==> src/rtl/cseq_pkg.sv <==
package cseq_pkg;

    typedef enum logic {
        SEQ_IDLE = 1'b0,
        SEQ_RUN  = 1'b1
    } seq_state_e;

    typedef enum logic {
        RD_IDLE   = 1'b0,
        RD_STREAM = 1'b1
    } rd_state_e;

endpackage

==> src/rtl/cseq_ctrl.sv <==
module cseq_ctrl #(
    parameter int SEL_W   = 2,
    parameter int DEPTH_W = 2,
    parameter int CNT_W   = 5
) (
    input  logic               clk,
    input  logic               rst_n,
    input  logic [SEL_W-1:0]   len_code,
    input  logic [DEPTH_W-1:0] depth_code,
    input  logic               start,
    input  logic               done,
    output logic               busy,
    output logic [SEL_W-1:0]   mux_sel,
    output logic               wr_en,
    output logic [CNT_W-1:0]   wr_cnt,
    output logic [CNT_W-1:0]   total
);
    import cseq_pkg::*;

    typedef struct packed {
        seq_state_e       state;
        logic [SEL_W-1:0] mux;
        logic [SEL_W-1:0] last;
        logic [CNT_W-1:0] cnt;
        logic [CNT_W-1:0] total;
    } ctrl_t;

    ctrl_t q, d;
    logic [CNT_W-1:0] ch_n, cv_n;

    always_comb begin
        d     = q;
        wr_en = 1'b0;
        ch_n  = CNT_W'(len_code) + CNT_W'(1);
        cv_n  = CNT_W'(depth_code) + CNT_W'(1);
        if (q.state == SEQ_IDLE) begin
            if (start) begin
                d.state = SEQ_RUN;
                d.mux   = len_code;
                d.last  = len_code;
                d.cnt   = '0;
                d.total = ch_n * cv_n;
            end
        end else if (done) begin
            wr_en = 1'b1;
            d.cnt = q.cnt + CNT_W'(1);
            if (d.cnt == q.total) begin
                d.state = SEQ_IDLE;
                d.mux   = q.last;
            end else if (q.mux == '0) begin
                d.mux = q.last;
            end else begin
                d.mux = q.mux - SEL_W'(1);
            end
        end
    end

    always_ff @(posedge clk) begin
        if (!rst_n) begin
            q.state <= SEQ_IDLE;
            q.mux   <= '0;
            q.last  <= '0;
            q.cnt   <= '0;
            q.total <= CNT_W'(1);
        end else begin
            q <= d;
        end
    end

    assign busy    = (q.state == SEQ_RUN);
    assign mux_sel = q.mux;
    assign wr_cnt  = q.cnt;
    assign total   = q.total;

    // never store beyond the programmed count
    a_r3_no_overflow: assert property (@(posedge clk) disable iff (!rst_n)
        wr_en |-> (q.cnt < q.total));

    // select stays within the latched channel list
    a_r2_mux_in_list: assert property (@(posedge clk) disable iff (!rst_n)
        busy |-> (q.mux <= q.last));

    // the final store ends the sequence and restores the first channel
    a_r3_end_restores: assert property (@(posedge clk) disable iff (!rst_n)
        (busy && done && (q.cnt + CNT_W'(1) == q.total)) |=> (!busy && mux_sel == $past(q.last)));

    // a start during a sequence leaves the sequence untouched
    a_r6_start_ignored: assert property (@(posedge clk) disable iff (!rst_n)
        (busy && start && !done) |=> ($stable(mux_sel) && $stable(total) && $stable(wr_cnt)));

    // a done while idle stores nothing
    a_r7_idle_done: assert property (@(posedge clk) disable iff (!rst_n)
        (!busy && !start && done) |=> (!busy && $stable(wr_cnt)));

endmodule

==> src/rtl/cseq_store.sv <==
module cseq_store #(
    parameter int DATA_W = 16,
    parameter int SLOTS  = 16,
    parameter int ADDR_W = 4,
    parameter int CNT_W  = 5
) (
    input  logic                clk,
    input  logic                wr_en,
    input  logic [ADDR_W-1:0]   wr_addr,
    input  logic [2*DATA_W-1:0] wr_data,
    input  logic                rd_en,
    input  logic [CNT_W-1:0]    rd_idx,
    input  logic [CNT_W-1:0]    valid_cnt,
    output logic [2*DATA_W-1:0] rd_data
);
    logic [2*DATA_W-1:0] mem [SLOTS];

    always_ff @(posedge clk) begin
        if (wr_en) begin
            mem[wr_addr] <= wr_data;
        end
    end

    always_comb begin
        if (rd_en && (rd_idx < valid_cnt)) begin
            rd_data = mem[rd_idx[ADDR_W-1:0]];
        end else begin
            rd_data = '0;
        end
    end

endmodule

==> src/rtl/cseq_reader.sv <==
module cseq_reader #(
    parameter int CNT_W = 5
) (
    input  logic             clk,
    input  logic             rst_n,
    input  logic             strobe,
    input  logic [CNT_W-1:0] total,
    output logic             active,
    output logic [CNT_W-1:0] idx
);
    import cseq_pkg::*;

    typedef struct packed {
        rd_state_e        state;
        logic [CNT_W-1:0] idx;
        logic [CNT_W-1:0] len;
    } rd_t;

    rd_t q, d;

    always_comb begin
        d = q;
        if (q.state == RD_IDLE) begin
            if (strobe) begin
                d.state = RD_STREAM;
                d.idx   = '0;
                d.len   = total;
            end
        end else if (q.idx + CNT_W'(1) == q.len) begin
            d.state = RD_IDLE;
            d.idx   = '0;
        end else begin
            d.idx = q.idx + CNT_W'(1);
        end
    end

    always_ff @(posedge clk) begin
        if (!rst_n) begin
            q.state <= RD_IDLE;
            q.idx   <= '0;
            q.len   <= CNT_W'(1);
        end else begin
            q <= d;
        end
    end

    assign active = (q.state == RD_STREAM);
    assign idx    = q.idx;

    // a strobe while idle opens a stream at the first entry
    a_r4_stream_opens: assert property (@(posedge clk) disable iff (!rst_n)
        (!active && strobe) |=> (active && idx == '0));

    // the beat index stays below the latched length
    a_r4_idx_bound: assert property (@(posedge clk) disable iff (!rst_n)
        active |-> (idx < q.len));

    // a strobe mid-stream only advances the stream
    a_r10_strobe_ignored: assert property (@(posedge clk) disable iff (!rst_n)
        (active && strobe && (idx + CNT_W'(1) != q.len)) |=> (active && idx == $past(idx) + CNT_W'(1)));

endmodule

==> src/rtl/conv_seq_fifo.sv <==
module conv_seq_fifo #(
    parameter int DATA_W  = 16,
    parameter int SEL_W   = 2,
    parameter int DEPTH_W = 2
) (
    input  logic               clk,
    input  logic               rst_n,
    input  logic [SEL_W-1:0]   seq_len_code,
    input  logic [DEPTH_W-1:0] depth_code,
    input  logic               conv_start,
    input  logic               conv_done,
    input  logic [DATA_W-1:0]  res_a,
    input  logic [DATA_W-1:0]  res_b,
    input  logic               rd_strobe,
    output logic [SEL_W-1:0]   mux_sel,
    output logic               out_valid,
    output logic [DATA_W-1:0]  out_a,
    output logic [DATA_W-1:0]  out_b
);
    localparam int MAX_CH = 1 << SEL_W;
    localparam int MAX_CV = 1 << DEPTH_W;
    localparam int SLOTS  = MAX_CH * MAX_CV;
    localparam int ADDR_W = $clog2(SLOTS);
    localparam int CNT_W  = $clog2(SLOTS + 1);

    logic               busy;
    logic               wr_en;
    logic [CNT_W-1:0]   wr_cnt;
    logic [CNT_W-1:0]   total;
    logic               rd_active;
    logic [CNT_W-1:0]   rd_idx;
    logic [2*DATA_W-1:0] rd_data;

    cseq_ctrl #(
        .SEL_W   (SEL_W),
        .DEPTH_W (DEPTH_W),
        .CNT_W   (CNT_W)
    ) u_ctrl (
        .clk        (clk),
        .rst_n      (rst_n),
        .len_code   (seq_len_code),
        .depth_code (depth_code),
        .start      (conv_start),
        .done       (conv_done),
        .busy       (busy),
        .mux_sel    (mux_sel),
        .wr_en      (wr_en),
        .wr_cnt     (wr_cnt),
        .total      (total)
    );

    cseq_store #(
        .DATA_W (DATA_W),
        .SLOTS  (SLOTS),
        .ADDR_W (ADDR_W),
        .CNT_W  (CNT_W)
    ) u_store (
        .clk       (clk),
        .wr_en     (wr_en),
        .wr_addr   (wr_cnt[ADDR_W-1:0]),
        .wr_data   ({res_a, res_b}),
        .rd_en     (rd_active),
        .rd_idx    (rd_idx),
        .valid_cnt (wr_cnt),
        .rd_data   (rd_data)
    );

    cseq_reader #(
        .CNT_W (CNT_W)
    ) u_reader (
        .clk    (clk),
        .rst_n  (rst_n),
        .strobe (rd_strobe),
        .total  (total),
        .active (rd_active),
        .idx    (rd_idx)
    );

    assign out_valid      = rd_active;
    assign {out_a, out_b} = rd_data;

    // the output words are quiet outside a stream
    a_r11_quiet_outside: assert property (@(posedge clk) disable iff (!rst_n)
        !out_valid |-> (out_a == '0 && out_b == '0));

    // a fresh sequence holds no results yet
    a_r8_fresh_empty: assert property (@(posedge clk) disable iff (!rst_n)
        (!busy && conv_start) |=> (wr_cnt == '0));

endmodule

==> config.mk <==
export PLATFORM = sky130hd
export DESIGN_NAME = conv_seq_fifo
export DESIGN_NICKNAME = d
export VERILOG_FILES = /design/src/rtl/cseq_pkg.sv /design/src/rtl/cseq_ctrl.sv /design/src/rtl/cseq_store.sv /design/src/rtl/cseq_reader.sv /design/src/rtl/conv_seq_fifo.sv
export SDC_FILE = /design/constraint.sdc
export NUM_CORES = 1
export LEC_CHECK = 0
export CAP_MARGIN = 25
export CORE_MARGIN = 2
export CORE_UTILIZATION = 28
export DETAILED_ROUTE_END_ITERATION = 12
export REMOVE_ABC_BUFFERS = 1
export SLEW_MARGIN = 15
export SYNTH_ARGS = -nofsm -noshare
export SYNTH_HDL_FRONTEND = slang
export SYNTH_SLANG_ARGS = --single-unit
==> constraint.sdc <==
create_clock -name clk -period 4.8 [get_ports clk]
set_input_delay 0.96 -clock clk [delete_from_list [all_inputs] [get_ports clk]]
set_output_delay 0.96 -clock clk [all_outputs]
set_load 0.02 [all_outputs]
### Yosys cells after proc, flatten, opt, wreduce, memory -nomap -nowiden

Memory sizes are Yosys's and may differ from the RTL's. A register that Yosys moved wholly into a read port is not among the register bits.
Index checks and enable logic that the tools add are counted.

* register bits after elaboration: 26
* bits in writable memories: 512
* bits of input ports: 41
* memories kept: 1

Memories
* u_store.mem: depth 16, width 32, rd ports 1, clocked after Yosys merged registers in 1, write ports 1, line cseq_store.sv:16 `logic [2*DATA_W-1:0] mem [SLOTS];`

* add/sub/neg operators: 5
* multipliers: 1
* magnitude comparators: 1
* equal/unequal tests: 3
* mux-type cells: 19
* bitwise operators: 2
* reduce and logical (&&, ||, !) cells: 7

Operators with widths (number)
* 2-to-1 mux 32 bit: 1
* 2-to-1 mux 15 bit: 1
* 2-to-1 mux 5 bit: 3
* 2-to-1 mux 11 bit: 1
* adder 5 x 1 -> 5 bit, second input constant: 2
* == test 5 bit: 2
* 2-to-1 mux 4 bit: 2
* adder 2 x 1 -> 3 bit, second input constant: 2
* 2-to-1 mux 1 bit: 6
* 2-to-1 mux 3 bit: 2
* 2-to-1 mux 6 bit: 1
* AND reduction 2 bit: 3
* < comparator 5 bit: 1
* multiplier 5 x 5 -> 5 bit: 1
* 2-to-1 mux 2 bit: 2
* nonzero test 2 bit: 2
* logical NOT 2 bit: 1
* != test 2 bit, second input constant: 1
* inverter 1 bit: 2
* subtractor 2 x 1 -> 2 bit, second input constant: 1
* logical AND 1 bit: 1

### Depth between registers and ports, before layout

* word-level depth: 6
* gate-level depth with buffers: 10
* mapped depth without buffers: 10

### Modules after synthesis

Synthesis repeated with hierarchy kept, for this count alone.

* cell total of the unflattened synthesis: 1014
* area, all modules: 21030.2 um2

By module, submodules not included
* cseq_store: instances 1, cells each 828, area an instance 19391.1 um2, seq. area each 15374.7 um2
* cseq_ctrl: instances 1, cells each 116, area an instance 998.5 um2, seq. area each 300.3 um2
* cseq_reader: instances 1, cells each 70, area an instance 640.6 um2, seq. area each 220.2 um2

### Least setup slack after synthesis

No wires, ideal clock.

* path kind: input to register
* start: in conv_done
* end: mem u_store.mem[0][0] (netlist bit), enable pin
* arrival: 3729 ps
* data required time: 4339 ps
* setup slack: 610 ps
* stages on the path: 4
* buffers on the path: 1
* cell sequence: and2_1 > clkbuf_1 > nand2_1 > nor3_1

* word-level cells in the longest chain between the ends: 4

Ends and longest elaborated chain
* start: declaration: line conv_seq_fifo.sv:11 `input logic conv_done,`
* 2-to-1 mux 1 bit: line cseq_ctrl.sv:44 `end else if (done) begin`
* 2-to-1 mux 1 bit: line cseq_ctrl.sv:36 `if (q.state == SEQ_IDLE) begin`
* 2-to-1 mux 1 bit: line cseq_store.sv:19 `if (wr_en) begin`
* 2-to-1 mux 1 bit (not written as such): line cseq_store.sv:20 `mem[wr_addr] <= wr_data;`
* end: declaration: line cseq_store.sv:16

Every way passes these cells.

### Final worst setup path

* start: reg u_ctrl.q, in the netlist u_ctrl.wr_cnt[2]
* end: out out_a[14]

* word-level cells in the longest chain between the ends: 3

Ends and longest elaborated chain
* start: declaration: line cseq_ctrl.sv:28 `ctrl_t q, d;`
* < comparator 5 bit: line cseq_store.sv:25 `if (rd_en && (rd_idx < valid_cnt)) begin`
* logical AND 1 bit: line cseq_store.sv:25
* 2-to-1 mux 32 bit: line cseq_store.sv:25
* end: declaration: line conv_seq_fifo.sv:17 `output logic [DATA_W-1:0] out_a,`

Every way passes these cells.

==> metrics.md <==
| Metric | Value |
|---|---|
| Status | `finished clean` |
| CTS Buf Count | `56` |
| Final #Nets | `1141` |
| IO Count | `76` |
| Initial antenna violation count | `5` |
| Total core area | `roughly 0.076 mm^2` |
| Startpoint types | `flop` |
| PortBufs | `75` |
| Yosys warns | `0` |
| RSZ-0062 raised after global routing | `false` |
| Fmax | `about 0.22 GHz` |
| Site Rows | `just over 100` |
| Max Cap Viol | `0` |
| Area contributors post-synth | `edfxtp_1 (72%), mux4_2 (10%), mux4_1 (7.2%)` |
| Pwr Density | `between 300 and 400 mW/mm^2` |
| CP Class | `flop to primary output` |
| Hold slack | `0.459 ns` |
| Distinct cells, synth | `39` |
| Clock share of power | `0.445` |
| Die Wd | `approximately 280 um` |
| Clk_lat worst skew | `0.64 ns` |
| Congestion Overflow GR | `0` |
| CTS clk-pin slew, worst paths | `approximately 0.060 ns` |
| Switching Power | `approximately 2100 uW` |
| Area Overhead vs Synth | `19.6%` |
| Synth area leader | `edfxtp_1` |
| Share of post-route cells with drive strength above 1 | `0.214` |
| Die Height | `281 um` |
| Seq/Total Area, Yosys | `0.745` |
| Sequential share of power | `0.519` |
| Hold/Removal Path Class | `flop to flop` |
| Net Sw Frac | `0.206` |
| RePlAce Congestion | `around 0.74` |
| Required time of the worst setup path | `roughly 3.8 ns` |
| Crit end category | `primary output` |
| Setup crit end | `out_a[14]` |
| Area after DPL | `between 0.02 and 0.025 mm^2` |
| Critical R2R Capture | `u_store.mem[12][11]` |
| Die ar. | `0.0788 mm^2` |
| Total Wirelength | `between 40 and 50 mm` |
| Root Buffer | `clkbuf_16` |
| Clk_skew | `between 0.03 and 0.04 ns` |
| DPL Wire Length | `26.1 mm` |
| Final Cell Area | `around 0.026 mm^2` |
| Crit. Startpoint | `u_ctrl.wr_cnt[2]` |
| Slew Viols, Final | `0` |
| Syn Std Cell Area | `roughly 0.021 mm^2` |
| R2R depth | `3` |
| Antenna Nets Post-Route | `0` |
| GRT Util Overall | `0.121` |
| Total power draw | `approximately 10000 uW` |
| Hold buffers post-CTS | `0` |
| Synth top area share | `0.717` |
| FF-to-FF Start | `u_ctrl.wr_cnt[3]` |
| Flop2flop setup slack | `~2.4 ns` |
| Crit-path max FO | `12` |
| Maximum vdd drop | `between 0.3 and 0.4 mV` |
| First-pass GRT wire length | `70.1 mm` |
| Initial core utilization | `0.282` |
| Post-synth EDFFs | `about 510` |
| WL per Instance | `approximately 22 um` |
| Number of DRC markers in iteration 0 | `around 810` |
| Min Tclk post-route | `around 4.5 ns` |
| Syn Inst Count | `966` |
| Setup WS post-layout | `between 0.2 and 0.3 ns` |
| Gate power share | `0.036` |
| Via count | `~10000` |
| Synthesis-stage register bit count | `542` |
| Final worst path period share | `0.945` |
| Ant diodes | `0` |
| Ys async rst share | `0` |
| Internal power | `about 8000 uW` |
| Avg Cell Area, Syn | `roughly 22 um^2` |
| H-tree depth | `2` |
| Finished Core Util | `0.338` |
| Vias per cell | `around 4.6` |
| Dominant synthesized flop cell | `edfxtp_1` |
| Iteration count of the initial detailed-routing pass | `5` |
| Arrival time of the worst setup path | `around 3.6 ns` |
| CTS Sinks | `around 540` |
| Clk buf depth | `3` |
| Worst slew pin tran | `~0.92 ns` |
| Post_cts resized | `0` |
| Slew HR | `0.385` |
| CTS tree | `done` |
| Final Hold Vio Count | `0` |
| # DRC | `0` |
| Largest net degree at the start of global routing | `53` |
| Endpoints failing setup | `0` |
| Post-CTS Setup Inserts | `0` |
| Placement Setup Slack | `between 0.8 and 0.9 ns` |
| P_leak | `about 0.0078 uW` |
| Vias in the first global route | `between 10000 and 15000` |
==> worst max-delay path: stages, from the launching register on <==
cell	delay (ns)
dfxtp_1	0.58
inv_1	0.16
ha_1	0.30
a21o_1	0.15
a21oi_1	0.23
o21ai_4	0.24
buf_16	0.24
buf_4	0.18
a211oi_1	0.22
clkdlybuf4s50_1	0.66
==> power by group through the flow <==
stage          sequential, uW  combinational [uW]  clock (uW)
2_1_floorplan            5330                 185           0
3_3_place_gp             5320                 356           0
4_1_cts                  5220                 369        4580
6_report                 5220                 363        4470
3_5_place_dp             5320                 367           0
5_1_grt                  5220                 395        4760
==> final cells by class <==
cell class / count / area (um^2)
flip-flops and latches: 542 / 16000
inverters: 10 / 37.5
clock buffers: 67 / 1440
multi-input cells: 365 / 5230
fillers: 7032 / 50300
repair buffers: 109 / 1180
well taps: 1030 / 1290
clock inverters: 37 / 484
==> cell usage after synthesis (6+ instances only) <==
library cell,count
a21oi_1,13
buf_2,9
buf_6,9
clkbuf_1,19
dfxtp_1,30
edfxtp_1,512
ha_1,14
inv_1,10
mux2i_1,8
mux4_1,59
mux4_2,100
nand2_1,33
nand2b_1,6
nand3_1,6
nor2_1,27
nor2b_1,38
nor3_1,10
o21ai_0,7
xnor2_1,6
xor2_1,8
==> logic make-up (layout without fill, tap and decap cells) <==
group,count (synthesis),after routing,synth area share
flops,542,542,0.745
xor+xnor,14,14,0.00572
simple gates,129,129,0.0297
mux,167,167,0.181
buf+inv,59,223,0.0170
compound gates,39,39,0.0118
fa+ha+maj,16,16,0.0100
==> worst min path at each step <==
stage | start | to | slack [ns] | cells after the start
4_1_cts | u_ctrl.q[10] | u_ctrl.q[10] | 0.46 | 2
6_report | u_ctrl.q[10] | u_ctrl.q[10] | 0.46 | 2
3_3_place_gp | u_ctrl.q[10] | u_ctrl.q[10] | 0.44 | 2
2_1_floorplan | u_ctrl.q[10] | u_ctrl.q[10] | 0.44 | 2
5_1_grt | u_ctrl.q[10] | u_ctrl.q[10] | 0.48 | 2
3_5_place_dp | u_ctrl.q[10] | u_ctrl.q[10] | 0.45 | 2
==> state kept, by name (all words and copies together) (netlist names), named ones only <==
signal           cells
u_reader.active      1
u_reader.idx         5
u_ctrl.wr_cnt        5
u_ctrl.q             2
u_ctrl.total         5
u_store.mem        512
u_ctrl.busy          1
u_ctrl.mux_sel       2
u_reader.q           5
==> placed cells by master (no fill, tap or decap), types with 15 or more instances in the layout <==
cell type,count
edfxtp_1,512
mux4_2,100
clkdlybuf4s50_1,75
mux4_1,59
clkbuf_16,56
nor2b_1,38
nand2_1,33
dfxtp_1,26
buf_4,21
nor2_1,15
==> metal layers <==
layer  wire (um)  GRT usage
met4         714     0.0252
met2       23000      0.197
met5          59          0
met1       21200      0.163
met3        2880     0.0333
==> metrics by stage <==
step / TNS [ns] / std cells
2_1_floorplan: -68.68 / 917
5_1_grt: 0 / 2160
6_report: 0 / 2160
4_1_cts: 0 / 2160
3_3_place_gp: 0 / 2055
3_5_place_dp: 0 / 2056
(Power assumes the default switching activity.)
